### config.mk
export PLATFORM = sky130hd
export DESIGN_NAME = irq_qualifier
export DESIGN_NICKNAME = d
export VERILOG_FILES = /design/src/rtl/irq_qual_pkg.sv /design/src/rtl/irq_line_filter.sv /design/src/rtl/irq_prio_enc.sv /design/src/rtl/irq_mask_gate.sv /design/src/rtl/irq_qualifier.sv
export SDC_FILE = /design/constraint.sdc
export NUM_CORES = 1
export LEC_CHECK = 0
export BUFFER_PORTS_ARGS = -buffer_cell sky130_fd_sc_hd__buf_2
export CAP_MARGIN = 20
export CORE_AREA = 2 2 80 82
export DETAILED_ROUTE_END_ITERATION = 7
export DIE_AREA = 0 0 82 84
export PLACE_DENSITY = 0.46
export SLEW_MARGIN = 20
export SYNTH_ARGS = -nofsm -noshare
export SYNTH_HDL_FRONTEND = slang
export SYNTH_SLANG_ARGS = --single-unit
export TNS_END_PERCENT = 20
### constraint.sdc
create_clock -name clk -period 2.93 [get_ports clk]
set_input_delay 0.586 -clock clk [delete_from_list [all_inputs] [get_ports clk]]
set_output_delay 0.586 -clock clk [all_outputs]
set_load 0.03 [all_outputs]
### src/rtl/irq_qual_pkg.sv
package irq_qual_pkg;

  // Width of a binary level code able to hold 0..n
  function automatic int lvl_bits(input int n);
    return $clog2(n + 1);
  endfunction

endpackage

### src/rtl/irq_line_filter.sv
module irq_line_filter #(
  parameter int SYNC_STAGES    = 2,
  parameter int STABLE_SAMPLES = 2,
  localparam int RUN_W         = $clog2(STABLE_SAMPLES + 1)
) (
  input  logic clk,
  input  logic rst,
  input  logic req_raw,   // active high, asynchronous to clk
  output logic req_qual   // filtered, active high
);

  logic [SYNC_STAGES-1:0] sync_q;
  logic                   smp;
  logic                   prev_q;
  logic [RUN_W-1:0]       run_q;
  logic [RUN_W-1:0]       run_nxt;

  generate
    if (SYNC_STAGES == 1) begin : g_sync1
      always_ff @(posedge clk) begin
        if (rst) sync_q <= '0;
        else     sync_q <= req_raw;
      end
    end else begin : g_syncn
      always_ff @(posedge clk) begin
        if (rst) sync_q <= '0;
        else     sync_q <= {sync_q[SYNC_STAGES-2:0], req_raw};
      end
    end
  endgenerate

  assign smp = sync_q[SYNC_STAGES-1];

  // Length of the current run of identical samples, saturating
  always_comb begin
    if (smp != prev_q)
      run_nxt = RUN_W'(1);
    else if (run_q == RUN_W'(STABLE_SAMPLES))
      run_nxt = run_q;
    else
      run_nxt = run_q + RUN_W'(1);
  end

  always_ff @(posedge clk) begin
    if (rst) begin
      prev_q   <= 1'b0;
      run_q    <= '0;
      req_qual <= 1'b0;
    end else begin
      prev_q <= smp;
      run_q  <= run_nxt;
      if (run_nxt == RUN_W'(STABLE_SAMPLES))
        req_qual <= smp;
    end
  end

  // A new filtered value must have been sampled on the two preceding edges
  AST_QUAL_TWO_SAMPLES: assert property (@(posedge clk) disable iff (rst)
    !$stable(req_qual) |-> ($past(smp) == req_qual) && ($past(smp, 2) == req_qual));

endmodule

### src/rtl/irq_prio_enc.sv
module irq_prio_enc #(
  parameter int N  = 7,
  parameter int LW = 3
) (
  input  logic [N-1:0]  req_i,
  output logic [LW-1:0] lvl_o
);

  always_comb begin
    lvl_o = '0;
    for (int i = 0; i < N; i++) begin
      if (req_i[i]) lvl_o = LW'(i + 1);
    end
  end

endmodule

### src/rtl/irq_mask_gate.sv
module irq_mask_gate #(
  parameter int LW      = 3,
  parameter int NMI_LVL = 7
) (
  input  logic          clk,
  input  logic          rst,
  input  logic [LW-1:0] lvl_in,
  input  logic [LW-1:0] mask_in,
  input  logic          chk_in,
  output logic          pend_out,
  output logic [LW-1:0] lvl_out
);

  logic eligible;

  always_comb begin
    eligible = 1'b0;
    if (lvl_in != '0)
      eligible = (lvl_in == LW'(NMI_LVL)) || (lvl_in > mask_in);
  end

  always_ff @(posedge clk) begin
    if (rst) begin
      pend_out <= 1'b0;
      lvl_out  <= '0;
    end else begin
      pend_out <= chk_in && eligible;
      lvl_out  <= (chk_in && eligible) ? lvl_in : '0;
    end
  end

  AST_NO_PEND_OFF_BOUNDARY: assert property (@(posedge clk) disable iff (rst)
    !$past(chk_in) |-> !pend_out && (lvl_out == '0));

  AST_MASK_RESPECTED: assert property (@(posedge clk) disable iff (rst)
    (pend_out && (lvl_out != LW'(NMI_LVL))) |-> (lvl_out > $past(mask_in)));

  AST_PEND_HAS_LEVEL: assert property (@(posedge clk) disable iff (rst)
    pend_out |-> (lvl_out != '0));

endmodule

### src/rtl/irq_qualifier.sv
module irq_qualifier
  import irq_qual_pkg::*;
#(
  parameter int NUM_LEVELS     = 7,
  parameter int SYNC_STAGES    = 2,
  parameter int STABLE_SAMPLES = 2,
  localparam int LVL_W         = lvl_bits(NUM_LEVELS)
) (
  input  logic                  clk,
  input  logic                  rst,
  input  logic [NUM_LEVELS-1:0] irq_n,
  input  logic [LVL_W-1:0]      prio_mask,
  input  logic                  at_boundary,
  output logic                  int_pend,
  output logic [LVL_W-1:0]      int_level
);

  logic [NUM_LEVELS-1:0] qual;
  logic [LVL_W-1:0]      enc_lvl;

  generate
    for (genvar k = 0; k < NUM_LEVELS; k++) begin : g_line
      irq_line_filter #(
        .SYNC_STAGES    (SYNC_STAGES),
        .STABLE_SAMPLES (STABLE_SAMPLES)
      ) u_filt (
        .clk      (clk),
        .rst      (rst),
        .req_raw  (~irq_n[k]),
        .req_qual (qual[k])
      );
    end
  endgenerate

  irq_prio_enc #(
    .N  (NUM_LEVELS),
    .LW (LVL_W)
  ) u_enc (
    .req_i (qual),
    .lvl_o (enc_lvl)
  );

  irq_mask_gate #(
    .LW      (LVL_W),
    .NMI_LVL (NUM_LEVELS)
  ) u_gate (
    .clk      (clk),
    .rst      (rst),
    .lvl_in   (enc_lvl),
    .mask_in  (prio_mask),
    .chk_in   (at_boundary),
    .pend_out (int_pend),
    .lvl_out  (int_level)
  );

  AST_ENC_TOP_WINS: assert property (@(posedge clk) disable iff (rst)
    (enc_lvl != '0) |-> (qual[enc_lvl - LVL_W'(1)] && ((qual >> enc_lvl) == '0)));

  AST_TOP_LEVEL_UNMASKED: assert property (@(posedge clk) disable iff (rst)
    ($past(!rst) && $past(at_boundary) && ($past(enc_lvl) == LVL_W'(NUM_LEVELS)))
      |-> (int_pend && (int_level == LVL_W'(NUM_LEVELS))));

endmodule

==> results of run 1 <==
cell usage in the layout, fill, tap and decap left out:
cell / instances
inv_1: 25
a31oi_1: 2
dfxtp_1: 46
a221oi_2: 1
ha_1: 10
buf_4: 1
clkinv_2: 1
buf_2: 16
a211o_1: 1
nor2_1: 38
o21ai_0: 15
nand2_1: 4
clkbuf_8: 6
nor3b_1: 7
xor2_1: 7
a21oi_1: 8
nor2b_1: 16
nand2b_1: 8
o31ai_1: 1
clkinvlp_4: 1
power groups by stage:
stage	Sequential [mW]	Combinational [mW]	Clock (mW)
after CTS	0.676	0.134	0.415
final	0.675	0.130	0.391
after global routing	0.680	0.159	0.439
after floorplan	0.688	0.106	0
after global placement	0.690	0.133	0
after detailed placement	0.691	0.133	0
stage by stage:
stage / cells / power, mW
after global placement: 283 / 0.823
after floorplan: 194 / 0.794
after detailed placement: 283 / 0.824
final: 291 / 1.20
after global routing: 291 / 1.28
after CTS: 291 / 1.23
worst max-delay path: stages, from the launching register on:
cell and delay (ns):
dfxtp_1 0.37, nor2_1 0.08, o31ai_1 0.31, ha_1 0.31
a211o_1 0.31, a21oi_1 0.21, nor2_1 0.08
layer usage:
layer | up-vias | global-route usage
li1 | 646 | -
met5 | - | 0
met4 | 0 | 0.0455
met1 | 524 | 0.101
met2 | 16 | 0.129
met3 | 5 | 0.0227
sequential cells by signal, indices dropped and copies added (netlist names):
name	flops
g_line.u_filt.run_q	14
g_line.u_filt.sync_q	14
g_line.u_filt.prev_q	7
g_line.u_filt.req_qual	7
u_gate.lvl_out	3
u_gate.pend_out	1
final timing paths:
kind	from	to	slack (ns)	cells past startpoint
worst max-delay path	g_line[2].u_filt.req_qual$_SDFFE_PP0N_	u_gate.lvl_out[1]$_SDFF_PP0_	1.14	6
worst min register to register	g_line[3].u_filt.sync_q[0]$_SDFF_PP0_	g_line[3].u_filt.sync_q[1]$_SDFF_PP0_	0.44	1
worst min-delay path	irq_n[0]	g_line[0].u_filt.sync_q[0]$_SDFF_PP0_	0.44	2
worst max register to register	g_line[2].u_filt.req_qual$_SDFFE_PP0N_	u_gate.lvl_out[1]$_SDFF_PP0_	1.14	6
logic make-up after synthesis:
kind of cell | count (synthesis)
AO/OA/AOI/OAI | 28
buffers and inverters | 30
AND/OR/NAND/NOR | 73
flip-flops | 46
XOR/XNOR | 7
adder cells (fa/ha/maj) | 10
cell type report:
| class | instances | area, sq um |
|---|---|---|
| inverter | 25 | 93.8 |
| tap | 77 | 96.3 |
| clock inverter | 2 | 12.5 |
| multi-input combinational | 118 | 706 |
| timing repair buffer | 17 | 87.6 |
| fill | 659 | 4100 |
| clock buffer | 6 | 82.6 |
| sequential | 46 | 921 |
==> results.sh, run 1 <==
export IMPL_ctsRootBufferMaster="clkbuf_8"
export IMPL_synthFlopType="dfxtp_1"
export IMPL_drcViolationCount=0
export IMPL_grt_pass1_vias=1104
export IMPL_routedWlPerCell_microns=8.31
export IMPL_synth_adder_area_share=0.0718
export IMPL_worst_setup_path_start_kind="flip-flop"
export IMPL_cap_viol_max_count=0
export IMPL_synth_cell_types=17
export IMPL_yosysWarningCount=0
export IMPL_antenna_found_initial=0
export IMPL_ys_ff_latch=46
export IMPL_postCtsHoldBufs=0
export IMPL_area_growth_pct=14.7
export IMPL_top_layer="met4"
export IMPL_setup_viol=0
export IMPL_die_y_microns=84
export IMPL_initial_core_util=0.286
export IMPL_cp_data_required_time_ns=3.11
export IMPL_io_pins=17
export IMPL_status="completed"
export IMPL_htree_num_levels=2
export IMPL_vias=1191
export IMPL_postRouteAntennaNets=0
export IMPL_syn_nets=217
export IMPL_slew_limit_headroom=0.738
export IMPL_stdcell_area_sq_mm=0.00200
export IMPL_p_comb_frac=0.109
export IMPL_drive_gt1_frac=0.121
export IMPL_place_gp_congestion=0.664
export IMPL_synth_xor_xnor_area_share=0.0352
export IMPL_fin_crit_sh=0.610
export IMPL_syn_area_per_cell_sq_um=8.98
export IMPL_worstPathMaxFanout=4
export IMPL_antenna_cells=0
export IMPL_grt_overflow_total=0
export IMPL_worst_pin_slew_ns=0.392
export IMPL_nets=236
export IMPL_final_util=0.328
export IMPL_endpoint_kind="flip-flop"
export IMPL_hold_class="primary input to flip-flop"
export IMPL_sw_frac_of_total=0.233
export IMPL_rsz0062_at_grt="false"
export IMPL_yosysTopAreaCellShare=0.528
export IMPL_cts_made_buffers=5
export IMPL_hold_viol=0
export IMPL_synth_top_family_by_area="simple AND/OR/NAND/NOR gates"
export IMPL_fin_ws_ns=1.14
export IMPL_yosys_area_share_simple=0.207
export IMPL_rows=29
export IMPL_power_frac_seq=0.564
export IMPL_dp_hpwl_microns=1740
export IMPL_cts_sinks=46
export IMPL_postCtsSetupBuffers=0
export IMPL_cp_arrival_ns=1.97
export IMPL_timing_hold_ws_ns=0.437
export IMPL_clkLatencyLatePin_ns=0.29
export IMPL_synthArstFlopShare=0
export IMPL_dp_slack_ns=1.13
export IMPL_drt_wl_total_microns=2420
export IMPL_synthesis_area_sq_mm=0.00174
export IMPL_grt_max_degree=23
export IMPL_netSwitchingPower_mw=0.279
export IMPL_cts_buffer_depth=2
export IMPL_port_buffers=16
export IMPL_grt_pass1_wl_microns=4440
export IMPL_drt_met1_wl_microns=1220
export IMPL_vdd_ir_drop_max_mv=0.219
export IMPL_dpl_cell_area_sq_mm=0.00190
export IMPL_seq_area_frac_synth=0.528
export IMPL_dr_pass1_iters=4
export IMPL_synth_most_common_cell="dfxtp_1"
export IMPL_synth_common_cells="46 x dfxtp_1, 38 x nor2_1, 25 x inv_1, 16 x nor2b_1, 15 x o21ai_0"
export IMPL_period_minus_slack_ns=1.79
export IMPL_synthCells=194
export IMPL_crit_type="flip-flop to flip-flop"
export IMPL_ys_top_cells_by_area="dfxtp_1 53%, nor2_1 8.2%, ha_1 7.2%"
export IMPL_met3_length_microns=114
export IMPL_setup_tns_ns=0
export IMPL_finClkSkew_ns=0.00728
export IMPL_coreArea_sq_mm=0.00610
export IMPL_clk_pin_slew_ns=0.08
export IMPL_synth_edf_count=0
export IMPL_die_w_microns=82
export IMPL_cts_tree="done"
export IMPL_synth_top_cell_by_area="dfxtp_1"
export IMPL_drtIter0Drc=32
export IMPL_avgViaCountPerCell=4.09
export IMPL_intPower_mw=0.918
export IMPL_p_per_area_mw_per_mm2=598
export IMPL_drv_slew=0
export IMPL_synth_compound_area_frac=0.0912
export IMPL_leakage_nw=0.847
export IMPL_wl_met2_microns=1020
export IMPL_gr_usage_all_layers=0.0827
export IMPL_cts_resized_gates=0
export IMPL_fmaxAchievable_mhz=560
export IMPL_clkPwrFrac=0.327
export IMPL_synthMuxAreaShare=0
export IMPL_die_area_sq_mm=0.00689
Note: power is estimated with default switching activity, not from simulation.
==> run 2: changes to the inputs <==
- PLACE_DENSITY: 0.46 -> 0.48
- clock period: 2.93 -> 1.55 ns (I/O delays scaled with it)
==> results.sh, run 2 (synthesis gave the netlist of run 1 again) <==
export IMPL_ctsRootBufferMaster="clkbuf_8"
export IMPL_place_gp_congestion=0.720
export IMPL_postRouteAntennaNets=0
export IMPL_dp_hpwl_microns=1750
export IMPL_drt_wl_total_microns=2580
export IMPL_htree_num_levels=2
export IMPL_cts_tree="done"
export IMPL_dp_slack_ns=-0.127
export IMPL_setup_viol=4
export IMPL_grt_pass1_wl_microns=4780
export IMPL_cts_sinks=46
export IMPL_clk_pin_slew_ns=0.09
export IMPL_cts_buffer_depth=2
export IMPL_coreArea_sq_mm=0.00610
export IMPL_port_buffers=16
export IMPL_initial_core_util=0.286
export IMPL_cap_viol_max_count=0
export IMPL_nFillCells=638
export IMPL_vias=1202
export IMPL_die_area_sq_mm=0.00689
export IMPL_io_pins=17
export IMPL_antenna_cells=0
export IMPL_timing_hold_ws_ns=0.155
export IMPL_fin_crit_sh=1.01
export IMPL_cp_data_required_time_ns=1.75
export IMPL_finClkSkew_ns=0.00727
export IMPL_postCtsHoldBufs=0
export IMPL_grt_overflow_total=0
export IMPL_period_minus_slack_ns=1.56
export IMPL_ff_latch_area_sq_um=927
export IMPL_drcViolationCount=0
export IMPL_hold_class="primary input to flip-flop"
export IMPL_worst_pin_slew_ns=0.226
export IMPL_worst_setup_path_start_kind="flip-flop"
export IMPL_clkLatencyLatePin_ns=0.30
export IMPL_p_per_area_mw_per_mm2=1070
export IMPL_leakage_nw=0.905
export IMPL_worstPathMaxFanout=5
export IMPL_antenna_found_initial=0
export IMPL_grt_pass1_vias=1123
export IMPL_status="complete, but fails checks"
export IMPL_grt_max_degree=43
export IMPL_gr_usage_all_layers=0.0911
export IMPL_fmaxAchievable_mhz=640
export IMPL_numPlacedInstances=289
export IMPL_drv_slew=0
export IMPL_layout_common_cells="43 x dfxtp_1, 36 x nor2_1, 25 x inv_1"
export IMPL_dr_pass1_iters=4
export IMPL_cp_arrival_ns=1.76
export IMPL_multi_input_area_sq_um=766
export IMPL_rows=29
export IMPL_vdd_ir_drop_max_mv=0.337
export IMPL_avgViaCountPerCell=4.02
export IMPL_die_y_microns=84
export IMPL_rsz0062_at_grt="true"
export IMPL_nets=244
export IMPL_reg_top3="g_line.u_filt.run_q x14, g_line.u_filt.sync_q x14"
export IMPL_failed_checks="negative setup slack"
export IMPL_area_growth_pct=22.7
export IMPL_crit_type="flip-flop to flip-flop"
export IMPL_drtIter0Drc=45
export IMPL_fin_ws_ns=-0.0128
export IMPL_slew_limit_headroom=0.849
export IMPL_die_w_microns=82
export IMPL_final_cells=299
export IMPL_cts_made_buffers=5
export IMPL_routedWlPerCell_microns=8.64
export IMPL_drive_gt1_frac=0.198
export IMPL_endpoint_kind="flip-flop"
export IMPL_hold_viol=0
export IMPL_layout_commonest_cell="dfxtp_1"
run 2: cell types whose count changed in the layout (fill, tap and decap cells not counted), sizes merged:
cell | previous run | this run
buf | 17 | 25
run 2: path summary, 6_finish.rpt:
| path | start | cells past startpoint | slack, ns | end |
|---|---|---|---|---|
| worst max-delay path | g_line[4].u_filt.req_qual$_SDFFE_PP0N_ | 8 | -0.01 | u_gate.lvl_out[1]$_SDFF_PP0_ |
| worst min-delay path | irq_n[6] | 2 | 0.16 | g_line[6].u_filt.sync_q[0]$_SDFF_PP0_ |
| worst min register to register | g_line[0].u_filt.sync_q[0]$_SDFF_PP0_ | 1 | 0.44 | g_line[0].u_filt.sync_q[1]$_SDFF_PP0_ |
| worst max register to register | g_line[4].u_filt.req_qual$_SDFFE_PP0N_ | 8 | -0.01 | u_gate.lvl_out[1]$_SDFF_PP0_ |
run 2: routing by layer:
| metal | up-vias | part of all wire | GRT usage |
|---|---|---|---|
| met1 | 515 | 0.49 | 0.109 |
| met3 | 7 | 0.061 | 0.0368 |
| met4 | 0 | 0.027 | 0.0545 |
| met5 | - | 0 | 0 |
| met2 | 19 | 0.42 | 0.135 |
| li1 | 661 | - | - |
run 2: area by class of cell:
class / count / share of cell area
well taps: 77 / 0.0451
flip-flops and latches: 46 / 0.434
clock inverters: 2 / 0.00585
multi-input cells: 118 / 0.358
clock buffers: 6 / 0.0386
inverters: 25 / 0.0439
repair buffers: 25 / 0.0749
run 2: where the power goes:
| part | internal [mW] | switching (mW) | total [mW] |
|---|---|---|---|
| sequential | 1.25 | 0.0228 | 1.27 |
| combinational | 0.135 | 0.130 | 0.265 |
| clock | 0.358 | 0.393 | 0.751 |
| total | 1.75 | 0.546 | 2.29 |
run 2: stage by stage:
| stage | TNS, ns | utilization | instance area, sq um | total power [mW] |
|---|---|---|---|---|
| after floorplan | 0 | - | 1750 | 1.50 |
| after global placement | -0.307 | 0.322 | 1970 | 1.56 |
| after detailed placement | -0.459 | 0.322 | 1970 | 1.56 |
| after CTS | -0.0120 | 0.345 | 2100 | 2.34 |
| after global routing | -0.411 | 0.351 | 2140 | 2.44 |
| final | -0.0315 | 0.351 | 2140 | 2.29 |
run 2: repair_timing:
item                                    in CTS  in global routing
pin swaps                                    3                  1
endpoints found under the setup margin       4                  4
resized for setup                            7                  5
setup buffers                                2                  0
run 2: critical path: stages (launching register included):
cell      delay [ns]
dfxtp_4         0.36
nor2_1          0.19
a221oi_4        0.10
nor2_1          0.10
ha_1            0.14
inv_1           0.04
a211o_1         0.31
a21oi_2         0.17
nor2_1          0.07
